File: config.mk
export PLATFORM = sky130hd
export DESIGN_NAME = jab_watchdog
export DESIGN_NICKNAME = d
export VERILOG_FILES = /design/src/rtl/jab_pkg.sv /design/src/rtl/jab_len_timer.sv /design/src/rtl/jab_idle_timer.sv /design/src/rtl/jab_out_gate.sv /design/src/rtl/jab_watchdog.sv
export SDC_FILE = /design/constraint.sdc
export NUM_CORES = 1
export LEC_CHECK = 0
export CORE_MARGIN = 2
export CORE_UTILIZATION = 60
export CTS_CLUSTER_DIAMETER = 50
export DETAILED_ROUTE_END_ITERATION = 10
export PLACE_DENSITY = 0.8
export SKIP_LAST_GASP = 1
export SYNTH_ARGS = -nofsm -noshare
export SYNTH_HDL_FRONTEND = slang
export SYNTH_SLANG_ARGS = --single-unit
File: constraint.sdc
create_clock -name clk -period 2.4 [get_ports clk]
set_input_delay 0.48 -clock clk [delete_from_list [all_inputs] [get_ports clk]]
set_output_delay 0.48 -clock clk [all_outputs]
set_load 0.005 [all_outputs]
File: src/rtl/jab_pkg.sv
package jab_pkg;

  typedef enum logic {
    JS_NORMAL = 1'b0,
    JS_JABBER = 1'b1
  } jab_state_e;

  function automatic int unsigned cnt_width(input int unsigned limit);
    return (limit < 2) ? 1 : $clog2(limit + 1);
  endfunction

endpackage

File: src/rtl/jab_len_timer.sv
module jab_len_timer
  import jab_pkg::*;
#(
  parameter int unsigned MAX_TX_CYC = 1_600_000
) (
  input  logic       clk,
  input  logic       rst_n,
  input  logic       tx_req,
  input  jab_state_e state,
  output logic       trip
);
  localparam int unsigned LW = cnt_width(MAX_TX_CYC);
  localparam logic [LW-1:0] LIMIT = LW'(MAX_TX_CYC);

  logic [LW-1:0] run_len;
  logic          active;

  assign active = tx_req && (state == JS_NORMAL);
  assign trip   = active && (run_len == LIMIT);

  always_ff @(posedge clk or negedge rst_n) begin
    if (!rst_n) begin
      run_len <= '0;
    end else if (!active || trip) begin
      run_len <= '0;
    end else begin
      run_len <= run_len + 1'b1;
    end
  end

endmodule

File: src/rtl/jab_idle_timer.sv
module jab_idle_timer
  import jab_pkg::*;
#(
  parameter int unsigned UNJAB_CYC = 12_800_000
) (
  input  logic       clk,
  input  logic       rst_n,
  input  logic       tx_req,
  input  jab_state_e state,
  output logic       release_o
);
  localparam int unsigned IW = cnt_width(UNJAB_CYC);
  localparam logic [IW-1:0] LAST = IW'(UNJAB_CYC - 1);

  logic [IW-1:0] quiet_len;
  logic          counting;

  assign counting  = (state == JS_JABBER) && !tx_req;
  assign release_o = counting && (quiet_len == LAST);

  always_ff @(posedge clk or negedge rst_n) begin
    if (!rst_n) begin
      quiet_len <= '0;
    end else if (!counting || release_o) begin
      quiet_len <= '0;
    end else begin
      quiet_len <= quiet_len + 1'b1;
    end
  end

endmodule

File: src/rtl/jab_out_gate.sv
module jab_out_gate
  import jab_pkg::*;
(
  input  jab_state_e state,
  input  logic       tx_req,
  input  logic       tp_mode,
  output logic       tx_en_o,
  output logic       lpbk_en_o,
  output logic       coll_o
);
  logic jabbing;

  always_comb begin
    jabbing   = (state == JS_JABBER);
    tx_en_o   = tx_req && !jabbing;
    lpbk_en_o = tp_mode && !jabbing;
    coll_o    = jabbing;
  end

endmodule

File: src/rtl/jab_watchdog.sv
module jab_watchdog
  import jab_pkg::*;
#(
  parameter int unsigned MAX_TX_CYC = 1_600_000,
  parameter int unsigned UNJAB_CYC  = 12_800_000
) (
  input  logic clk,
  input  logic rst_n,
  input  logic tx_req,
  input  logic tp_mode,
  output logic tx_en_o,
  output logic lpbk_en_o,
  output logic coll_o
);
  jab_state_e state_q;
  jab_state_e state_d;
  logic       trip;
  logic       rel;

  jab_len_timer #(.MAX_TX_CYC(MAX_TX_CYC)) u_len (
    .clk   (clk),
    .rst_n (rst_n),
    .tx_req(tx_req),
    .state (state_q),
    .trip  (trip)
  );

  jab_idle_timer #(.UNJAB_CYC(UNJAB_CYC)) u_idle (
    .clk      (clk),
    .rst_n    (rst_n),
    .tx_req   (tx_req),
    .state    (state_q),
    .release_o(rel)
  );

  always_comb begin
    state_d = state_q;
    unique case (state_q)
      JS_NORMAL: if (trip) state_d = JS_JABBER;
      JS_JABBER: if (rel)  state_d = JS_NORMAL;
      default:             state_d = JS_NORMAL;
    endcase
  end

  always_ff @(posedge clk or negedge rst_n) begin
    if (!rst_n) state_q <= JS_NORMAL;
    else        state_q <= state_d;
  end

  jab_out_gate u_gate (
    .state    (state_q),
    .tx_req   (tx_req),
    .tp_mode  (tp_mode),
    .tx_en_o  (tx_en_o),
    .lpbk_en_o(lpbk_en_o),
    .coll_o   (coll_o)
  );

endmodule

# ---- After elaboration in Yosys (flattened, before gate mapping)
# Cells that the tools add are included.
# Widths: inputs -> output; s select.
dict set report totals {
  register_bits 46
  latch_bits 0
  mem_bits_rw 0
  romBits 0
  input_bits 4
  out_inout_bits 3
  word_cells 25
  memories 0
}
dict set report classes {
  addsub 2
  n_mul 0
  div 0
  magnitude_cmp 0
  n_eq_ne 2
  n_shift 0
  n_mux 5
  bitwise_logic 1
  reduce_logical 12
}
# op count
set ops {}
lappend ops {{$add 24x1->24 const B} 1}
lappend ops {{$eq 24x24->1 const B} 1}
lappend ops {{$mux 24} 1}
lappend ops {{$add 21x1->21 const B} 1}
lappend ops {{$eq 21x21->1 const B} 1}
lappend ops {{$mux 21} 1}
lappend ops {{$logic_and 1x1->1} 6}
lappend ops {{$logic_not 1->1} 4}
lappend ops {{$logic_or 1x1->1} 2}
lappend ops {{$mux 1} 2}
lappend ops {{$pmux 1 s2} 1}
lappend ops {{$not 1->1} 1}

# ---- Longest topological paths before layout
# Gate-level depths: netlist (run 1).
dict set report depth {
  ltp_word 5
  mapped_depth 7
  mapped_depth_nobuf 6
}

# ---- Hierarchy
# A second synthesis (run 1) with hierarchy kept.
dict set report unflattened {
  hier_cells 258
  area_unflattened_um2 2458.6
}
# module instances cells_per_inst area_per_inst_um2 seq_area_each_um2
set by_module_without_submodules {}
lappend by_module_without_submodules {jab_idle_timer 1 130 1252.5 600.6}
lappend by_module_without_submodules {jab_len_timer 1 122 1147.4 525.5}
lappend by_module_without_submodules {jab_watchdog 1 3 38.8 25.0}
lappend by_module_without_submodules {jab_out_gate 1 3 20.0 0.0}

# ---- Least setup slack after synthesis (run 1)
# No wires, ideal clock.
dict set report synth_timing {
  kind {reg2reg}
  startpoint {register u_idle.quiet_len[0]}
  endpoint {register u_idle.quiet_len[12]}
  setup_time_ns 0.132
  t_arrival_ns 1.685
  required_ns 2.268
  setup_slack_ns 0.583
  path_stages_with_launch 7
  n_path_buf 1
  synth_period_minus_slack_ns 1.817
  cell_sequence {dfrtp_1 -> ha_1 -> and4_1 -> nand4_1 -> o21bai_2 -> clkbuf_1 -> nor2_1}
}
dict set report synth_via {
  elab_chain_cells 4
  elab_cells_between_ends 5
  classes_between {add/sub: 1; eq/ne: 1; mux: 1; reduce/logical: 2}
}
# item line_no
set synth_lines {}
lappend synth_lines {{start, declared} jab_idle_timer.sv:15} ;# logic [IW-1:0] quiet_len;
lappend synth_lines {{start signal, assigned} jab_idle_timer.sv:27} ;# quiet_len <= quiet_len + 1'b1;
lappend synth_lines {{parallel branches: the longest is 3 deep, another holds $add 24x1->24} --}
lappend synth_lines {{$mux 24 (*)} jab_idle_timer.sv:24} ;# end else if (!counting || release_o) begin
# Every way passes the cells marked *.

# ---- Worst setup path in the final report (run 1)
dict set report layout_timing {
  startpoint {register u_idle.quiet_len[0]}
  endpoint {register u_idle.quiet_len[7]}
}
# Same word-level chain as after synthesis.

==> results of run 1 <==
-- flip-flops by register name, summed over array words and instances, names as in the netlist --
register / flops
u_len.run_len: 21
u_idle.quiet_len: 24
state_q: 1
-- cell usage in the layout, fill, tap and decap left out, drive strengths merged, types with 8 or more instances in the layout --
cell type / instances
nand4: 11
nor2: 31
a21oi: 16
inv: 8
nand2: 21
nand3: 15
o31ai: 11
xnor2: 14
dfrtp: 46
or4: 11
xor2: 10
-- worst max-delay path by stage --
stage                      endpoint  slack, ns  cells past startpoint
2_1_floorplan  u_idle.quiet_len[12]       0.58                      6
3_3_place_gp                tx_en_o       0.29                      3
3_5_place_dp                tx_en_o       0.28                      3
4_1_cts         u_idle.quiet_len[8]       0.26                      5
5_1_grt         u_idle.quiet_len[7]       0.09                      5
6_report        u_idle.quiet_len[7]       0.27                      5
-- cell families (layout without fill, tap and decap cells) --
| group | Yosys count | count (layout) | share of synthesized area, % |
|---|---|---|---|
| simple gates | 126 | 126 | 28.48 |
| flops | 46 | 46 | 48.17 |
| compound gates | 38 | 38 | 9.739 |
| xor+xnor | 24 | 24 | 8.796 |
| buf+inv | 18 | 23 | 3.246 |
| fa+ha+maj | 3 | 3 | 1.571 |
-- worst max-delay path, cell delays in order, from the launching register on --
cell	delay, ns
dfrtp_1	0.40
ha_1	0.29
and4_1	0.26
nand4_1	0.20
o21bai_2	0.72
nor2_1	0.12
-- through the flow --
step           worst slack, ns  instances  hold WS (ns)  instance area [µm²]
6_report                0.2732        308        0.2487                 2585
5_1_grt                0.09157        308        0.3051                 2585
3_3_place_gp            0.2875        301        0.4673                 2472
2_1_floorplan           0.5827        255        0.1844                 2390
4_1_cts                 0.2571        308        0.2770                 2585
3_5_place_dp            0.2761        301        0.4900                 2472
-- power breakdown --
part	internal (mW)	switching, mW
Clock	0.333	0.251
Combinational	0.0105	0.0271
Sequential	0.778	0.00397
Total	1.12	0.282
-- cell type report --
class	instances	area share (%)
multi-input cells	191	44.92
clock inverters	1	1.162
inverters	8	1.162
repair buffers	8	2.711
clock buffers	6	3.195
well taps	48	2.323
flip-flops and latches	46	44.53
-- routing by layer --
layer	wire length (µm)	GRT usage, %
met2	1962	36.26
met5	0	0
met4	53	6.888
met3	161	4.561
met1	2290	32.89
==> results.md, run 1 <==
* Worst EP arrival at ~2.3 ns
* Clk_lat worst skew at between 0.2 and 0.3 ns
* Clock net sink count at 46
* Fillers at approximately 300
* Routed vias at approximately 1900
* Initial antenna violation count at 0
* Synth top area share at about half
* CP Capture Type: flop
* Period utilization at about nine tenths
* Nets@finish at 267
* CTS tree: yes
* WS Path Type: flop to flop
* Die Y at 67.11 µm
* Number of global-route vias before repair at 1768
* GRT overflow at 0
* Max Slew Vio Count at 0
* Post-synthesis sequential area ratio at 48.17%
* Synth Register Bits at 46
* Total wire length at between 4000 and 5000 µm
* Hold crit path type: input port to asynchronous set/reset pin
* Top-count cell post-synth: dfrtp_1
* Hpwl dp at a little under 3000 µm
* Commonest cells in the netlist: dfrtp_1 (46), nor2_1 (31), nand2_1 (21)
* RSZ-0062 raised after global routing: false
* Final hold vios at 0
* Pin count of the biggest net entering global routing at 47
* Syn Nets at between 200 and 300
* Outcome: completed
* Max-cap violation count at 0
* Worst vdd ir at approximately 0.00038 V
* Ys flop type: dfrtp_1
* RR Endpoint: u_idle.quiet_len[7]
* Vias/cell at 6.149
* Clk_skew at 0.002576 ns
* Cell count after synthesis at ~260
* Multi-input gate area at between 1000 and 1500 µm²
* Post-route DRC at 0
* R2R depth at 5
* Mean Syn Cell Area at ~9.4 µm²
* # diodes at 0
* Die X at roughly 67 µm
* Pwr Total at approximately 1.4 mW
* CTS Buf Count at 5
* Yosys top cell by area: dfrtp_1
* 1st-pass router iterations at 4
* Total GRT Usage at roughly 23%
* Largest cells by area after synthesis: dfrtp_1 (48%), xnor2_1 (5.1%), nor2_1 (4.9%)
* # IOs at 7
* Layout cells sized above 1 at under 10%
* Setup Viol. Count Final at 0
* Worst-Margin Slew at between 0.8 and 0.9 ns
* Reg2Reg Setup Slack at about 0.27 ns
* I/O Buffers at 6
* Antenna Nets Post-Route at 0
* Hold-fix buffers at CTS at 0
* Post-synth cell types at 33
* CTS Root Buffer Type: clkbuf_8
* Asr flop ratio synth at 100.0%
* Worst setup SP type: flop
* Post-CTS Setup Inserts at 0
* Worst setup startpoint: u_idle.quiet_len[0]
* Cts repair resizes at 0
* Number of synthesized flops with an enable pin at 0
* Tmin final at about 2.1 ns
* RR Startpoint: u_idle.quiet_len[0]
* Leak Pwr at ~1 nW
* Synth Warn # at 0
* Drt wl/cell at 14.50 µm
* Synthesized area at ~2400 µm²
* Buffer levels on the longest clock path at 2
* GP Congestion at 0.8191
* H-tree levels at 2
* Starting Density at between 60% and 70%
* Cell Pwr Density at between 500 and 600 nW/µm²
* Setup TNS at 0 ns
* Area growth syn-to-layout at 8.168%
* Relative slew slack at between 40% and 50%
* Core Box Area at roughly 3700 µm²
* Reg area at around 1200 µm²
* FP Rows at 22
* FMAX at approximately 470 MHz
* CP max FO at 19
* CTS clk-pin slew, worst paths at around 0.080 ns
* Utilization after layout at between 60% and 70%
* First-pass GRT wire length at 7962 µm
* DIE AREA at between 4000 and 5000 µm²
* Required @ worst endpoint at roughly 2.6 ns
* Starting DRT DRC Count at between 150 and 200
Note: power is estimated with default switching activity, not from simulation.
==> inputs of run 2 (changes only) <==
--- a/config.mk
+++ b/config.mk
@@ -6,10 +6,10 @@
 export NUM_CORES = 1
 export LEC_CHECK = 0
 export CORE_MARGIN = 2
-export CORE_UTILIZATION = 60
+export CORE_UTILIZATION = 47
 export CTS_CLUSTER_DIAMETER = 50
 export DETAILED_ROUTE_END_ITERATION = 10
-export PLACE_DENSITY = 0.8
+export PLACE_DENSITY = 0.66
 export SKIP_LAST_GASP = 1
 export SYNTH_ARGS = -nofsm -noshare
 export SYNTH_HDL_FRONTEND = slang
==> results.md, run 2 (synthesis results as in run 1) <==
* Clk_lat worst skew at just under 0.3 ns
* Slowest-stage cell, CP: clkdlybuf4s50_1
* Utilization after layout at between 50% and 60%
* Required @ worst endpoint at 1.92 ns
* Buffer levels on the longest clock path at 2
* Cell Pwr Density at between 500 and 600 nW/µm²
* CTS tree: yes
* Max reg flops at 24
* Setup TNS at 0 ns
* WS Path Type: input port to primary output
* Layout cells sized above 1 at 4.981%
* Starting Density at 49.61%
* Period utilization at between 90% and 100%
* CP max FO at 3
* Core Box Area at a little under 5000 µm²
* Clock net sink count at between 40 and 50
* Post-route DRC at 0
* Die X at approximately 75 µm
* Cts repair resizes at 0
* Hold crit path type: input port to asynchronous set/reset pin
* Max-cap violation count at 0
* # IOs at 7
* CP Capture Type: primary output
* Drt wl/cell at approximately 14 µm
* Total wire length at approximately 4500 µm
* Starting DRT DRC Count at 158
* FMAX at between 400 and 500 MHz
* Outcome: completed
* Leak Pwr at between 0.9 and 1 nW
* GP Congestion at 0.8085
* Hpwl dp at 3070 µm
* Final hold vios at 0
* Initial antenna violation count at 0
* FP Rows at 25
* CTS Buf Count at 5
* Max Slew Vio Count at 0
* Most frequent cells in the layout: dfrtp_1 (46), nor2_1 (31), nand2_1 (21)
* Pin count of the biggest net entering global routing at 47
* Worst vdd ir at approximately 0.00033 V
* Clk_skew at 0.01021 ns
* Worst setup SP type: input port
* Largest Register: u_idle.quiet_len
* First-pass GRT wire length at roughly 7900 µm
* Area growth syn-to-layout at 8.272%
* Setup Viol. Count Final at 0
* Commonest non-fill, non-tap cell in the layout: dfrtp_1
* Die Y at between 70 and 80 µm
* 1st-pass router iterations at 5
* Worst Path Buf+Inv at 2
* Total GRT Usage at between 10% and 20%
* Nets@finish at between 200 and 300
* DIE AREA at between 5000 and 6000 µm²
* Slowest Stage Delay on Critical Path at approximately 0.52 ns
* Routed vias at roughly 1900
* Relative slew slack at 46.29%
* # diodes at 0
* Number of global-route vias before repair at roughly 1700
* Cell Chain, Critical Path: clkdlybuf4s50_1 -> nor2b_1 -> clkdlybuf4s50_1
* RSZ-0062 raised after global routing: false
* GRT overflow at 0
* I/O Buffers at 6
* Antenna Nets Post-Route at 0
* Tmin final at 2.189 ns
* H-tree levels at 2
* Family with the most delay on the worst path: buffers and inverters
* Worst-Margin Slew at slightly above 0.8 ns
* Worst EP arrival at about 1.7 ns
* CTS clk-pin slew, worst paths at 0.08 ns
* Top Registers: u_idle.quiet_len x24, u_len.run_len x21, state_q x1
* Fillers at 463
* Cell mode on critical path: clkdlybuf4s50_1
* Hold-fix buffers at CTS at 0
* Vias/cell at about 5.7
* CTS Root Buffer Type: clkbuf_8
* Post-CTS Setup Inserts at 0
-- run 2: final cells by class --
| cell class | count | area [µm²] | share of cell area [%] |
|---|---|---|---|
| Clock buffer | 7 | 86.33 | 3.337 |
| Clock inverter | 1 | 5.005 | 0.1934 |
| Inverter | 8 | 30.03 | 1.161 |
| Multi-Input combinational cell | 191 | 1161 | 44.87 |
| Sequential cell | 46 | 1151 | 44.49 |
| Tap cell | 67 | 83.83 | 3.240 |
| Timing Repair Buffer | 8 | 70.07 | 2.708 |
-- run 2: layer usage --
metal | global-route usage [%] | wire, µm | vias up
met5 | 0 | 0 | -
met4 | 6.823 | 47 | 0
met3 | 4.762 | 142 | 4
met2 | 27.83 | 2086 | 27
met1 | 25.86 | 2267 | 913
li1 | - | - | 935
-- run 2: worst paths after layout --
path / startpoint / endpoint / slack [ns] / depth (start not counted)
max reg2reg: u_idle.quiet_len[0] / u_idle.quiet_len[4] / 0.30 / 5
min in group clk: u_idle.quiet_len[0] / u_idle.quiet_len[0] / 0.50 / 1
max: tx_req / tx_en_o / 0.21 / 3
min: rst_n / u_len.run_len[18] / 0.26 / 2
max in group asynchronous: rst_n / u_len.run_len[0] / 1.74 / 2
min reg2reg: u_idle.quiet_len[0] / u_idle.quiet_len[0] / 0.50 / 1
-- run 2: through the flow --
| step | hold slack [ns] | cell area, µm² | instances | total power [mW] | setup slack [ns] |
|---|---|---|---|---|---|
| after floorplan | 0.1844 | 2390 | 255 | 0.8115 | 0.5827 |
| after global placement | 0.4689 | 2496 | 320 | 0.8372 | 0.2019 |
| after detailed placement | 0.4947 | 2496 | 320 | 0.8376 | 0.2019 |
| after CTS | 0.2852 | 2587 | 328 | 1.327 | 0.1980 |
| after global routing | 0.3245 | 2587 | 328 | 1.367 | 0.06311 |
| final | 0.2585 | 2587 | 328 | 1.300 | 0.2112 |
-- run 2: where the power goes --
part	switching (mW)	total, mW	internal [mW]
sequential	0.00396	0.782	0.778
combinational	0.0276	0.0380	0.0104
clock	0.247	0.480	0.232
==> inputs of run 3 (changes only) <==
--- a/config.mk
+++ b/config.mk
@@ -11,6 +11,7 @@
 export DETAILED_ROUTE_END_ITERATION = 10
 export PLACE_DENSITY = 0.66
 export SKIP_LAST_GASP = 1
+export SLEW_MARGIN = 40
 export SYNTH_ARGS = -nofsm -noshare
 export SYNTH_HDL_FRONTEND = slang
 export SYNTH_SLANG_ARGS = --single-unit
==> results.md, run 3 (synthesis results as in run 1) <==
* FMAX at ~460 MHz
* Pin count of the biggest net entering global routing at 47
* Setup TNS at 0 ns
* First-pass GRT wire length at 7893 µm
* CTS clk-pin slew, worst paths at 0.08 ns
* H-tree levels at 2
* FP Rows at 25
* Area growth syn-to-layout at 8.586%
* # IOs at 7
* Worst-Margin Slew at 0.5757 ns
* 1st-pass router iterations at 4
* Tmin final at ~2.2 ns
* RR Startpoint: u_idle.quiet_len[2]
* Core Box Area at 4817 µm²
* Non-Filler Instances at 328
* # diodes at 0
* Starting DRT DRC Count at between 100 and 150
* Period utilization at 90.70%
* Starting Density at 49.61%
* RR Endpoint: u_idle.quiet_len[19]
* Worst vdd ir at about 0.00033 V
* WS Path Type: input port to primary output
* Slowest Stage Delay on Critical Path at 0.52 ns
* Cell Chain, Critical Path: clkdlybuf4s50_1 -> nor2b_1 -> clkdlybuf4s50_1
* Post-CTS Setup Inserts at 0
* GP Congestion at 0.8085
* Initial antenna violation count at 0
* Cell Pwr Density at 501.7 nW/µm²
* Routed vias at about 1900
* Required @ worst endpoint at about 1.9 ns
* Cell mode on critical path: clkdlybuf4s50_1
* Max reg flops at 24
* Largest Register: u_idle.quiet_len
* CP max FO at 3
* Outcome: completed
* Hold-fix buffers at CTS at 0
* Hpwl dp at between 3000 and 4000 µm
* Drt wl/cell at approximately 14 µm
* Worst setup SP type: input port
* CTS Root Buffer Type: clkbuf_8
* Top Registers: u_idle.quiet_len x24, u_len.run_len x21, state_q x1
* Layout cells sized above 1 at between 4 and 5%
* Total wire length at roughly 4600 µm
* Post-route DRC at 0
* DIE AREA at around 5700 µm²
* Cts repair resizes at 0
* Die Y at 75.31 µm
* I/O Buffers at 6
* Dpl cells at 320
* Relative slew slack at between 60% and 70%
* Commonest non-fill, non-tap cell in the layout: dfrtp_1
* Slowest-stage cell, CP: clkdlybuf4s50_1
* Worst hold slack at around 0.26 ns
* Reg2Reg Setup Slack at about 0.44 ns
* Max-cap violation count at 0
* RSZ-0062 raised after global routing: false
* Worst EP arrival at about 1.7 ns
* Clk_skew at 0.01071 ns
* Fillers at 460
* R2R depth at 4
* Setup Viol. Count Final at 0
* Leak Pwr at 0.9628 nW
* CTS tree: yes
* Vias/cell at about 5.7
* Total GRT Usage at between 15 and 20%
* Buffer levels on the longest clock path at 2
* Hold crit path type: input port to asynchronous set/reset pin
* Number of global-route vias before repair at 1749
* Final hold vios at 0
* Max Slew Vio Count at 0
* CTS Buf Count at 5
* CP Capture Type: primary output
* GRT overflow at 0
* Nets@finish at between 200 and 300
* Clock net sink count at 46
* Antenna Nets Post-Route at 0
* Clk_lat worst skew at roughly 0.30 ns
* Die X at 75.31 µm
* Most frequent cells in the layout: dfrtp_1 (46), nor2_1 (31), nand2_1 (21)
-- run 3: worst max-delay path by stage --
stage | from | end | slack, ns | depth (start not counted)
5_1_grt | tx_req | tx_en_o | 0.16 | 3
3_3_place_gp | tx_req | tx_en_o | 0.20 | 3
6_report | tx_req | tx_en_o | 0.22 | 3
2_1_floorplan | u_idle.quiet_len[0] | u_idle.quiet_len[12] | 0.58 | 6
4_1_cts | tx_req | tx_en_o | 0.20 | 3
3_5_place_dp | tx_req | tx_en_o | 0.20 | 3
-- run 3: worst max-delay path: cells and delay by family --
family	cells	cell delay [ns]
buf+inv	2	1.03
simple gates	1	0.18
-- run 3: final cells by class --
type / count / area, µm² / share of cell area, %
Inverter: 8 / 30.03 / 1.157
Clock buffer: 7 / 86.33 / 3.327
Sequential cell: 46 / 1151 / 44.36
Timing Repair Buffer: 8 / 70.07 / 2.700
Clock inverter: 1 / 5.005 / 0.1929
Tap cell: 67 / 83.83 / 3.230
Multi-Input combinational cell: 191 / 1169 / 45.03
-- run 3: per-stage QoR --
stage,worst slack [ns],area [µm²],utilization [%],total power [mW]
5_1_grt,0.1559,2595,53.87,1.368
4_1_cts,0.1980,2587,53.71,1.327
3_5_place_dp,0.2019,2496,51.82,0.8376
3_3_place_gp,0.2019,2496,51.82,0.8372
6_report,0.2233,2595,53.87,1.302
2_1_floorplan,0.5827,2390,-,0.8115
-- run 3: report_power, final --
part	internal, mW	total [mW]	leakage (nW)	switching, mW
registers	0.778	0.782	0.635	0.00396
clock network	0.233	0.481	0.0482	0.248
logic	0.0112	0.0389	0.279	0.0277
-- run 3: layer usage --
layer  share of wire, %  GRT usage [%]
met1                 50          25.86
met2                 45          27.83
met3                3.4          4.762
met4                1.1          6.823
met5                  0              0
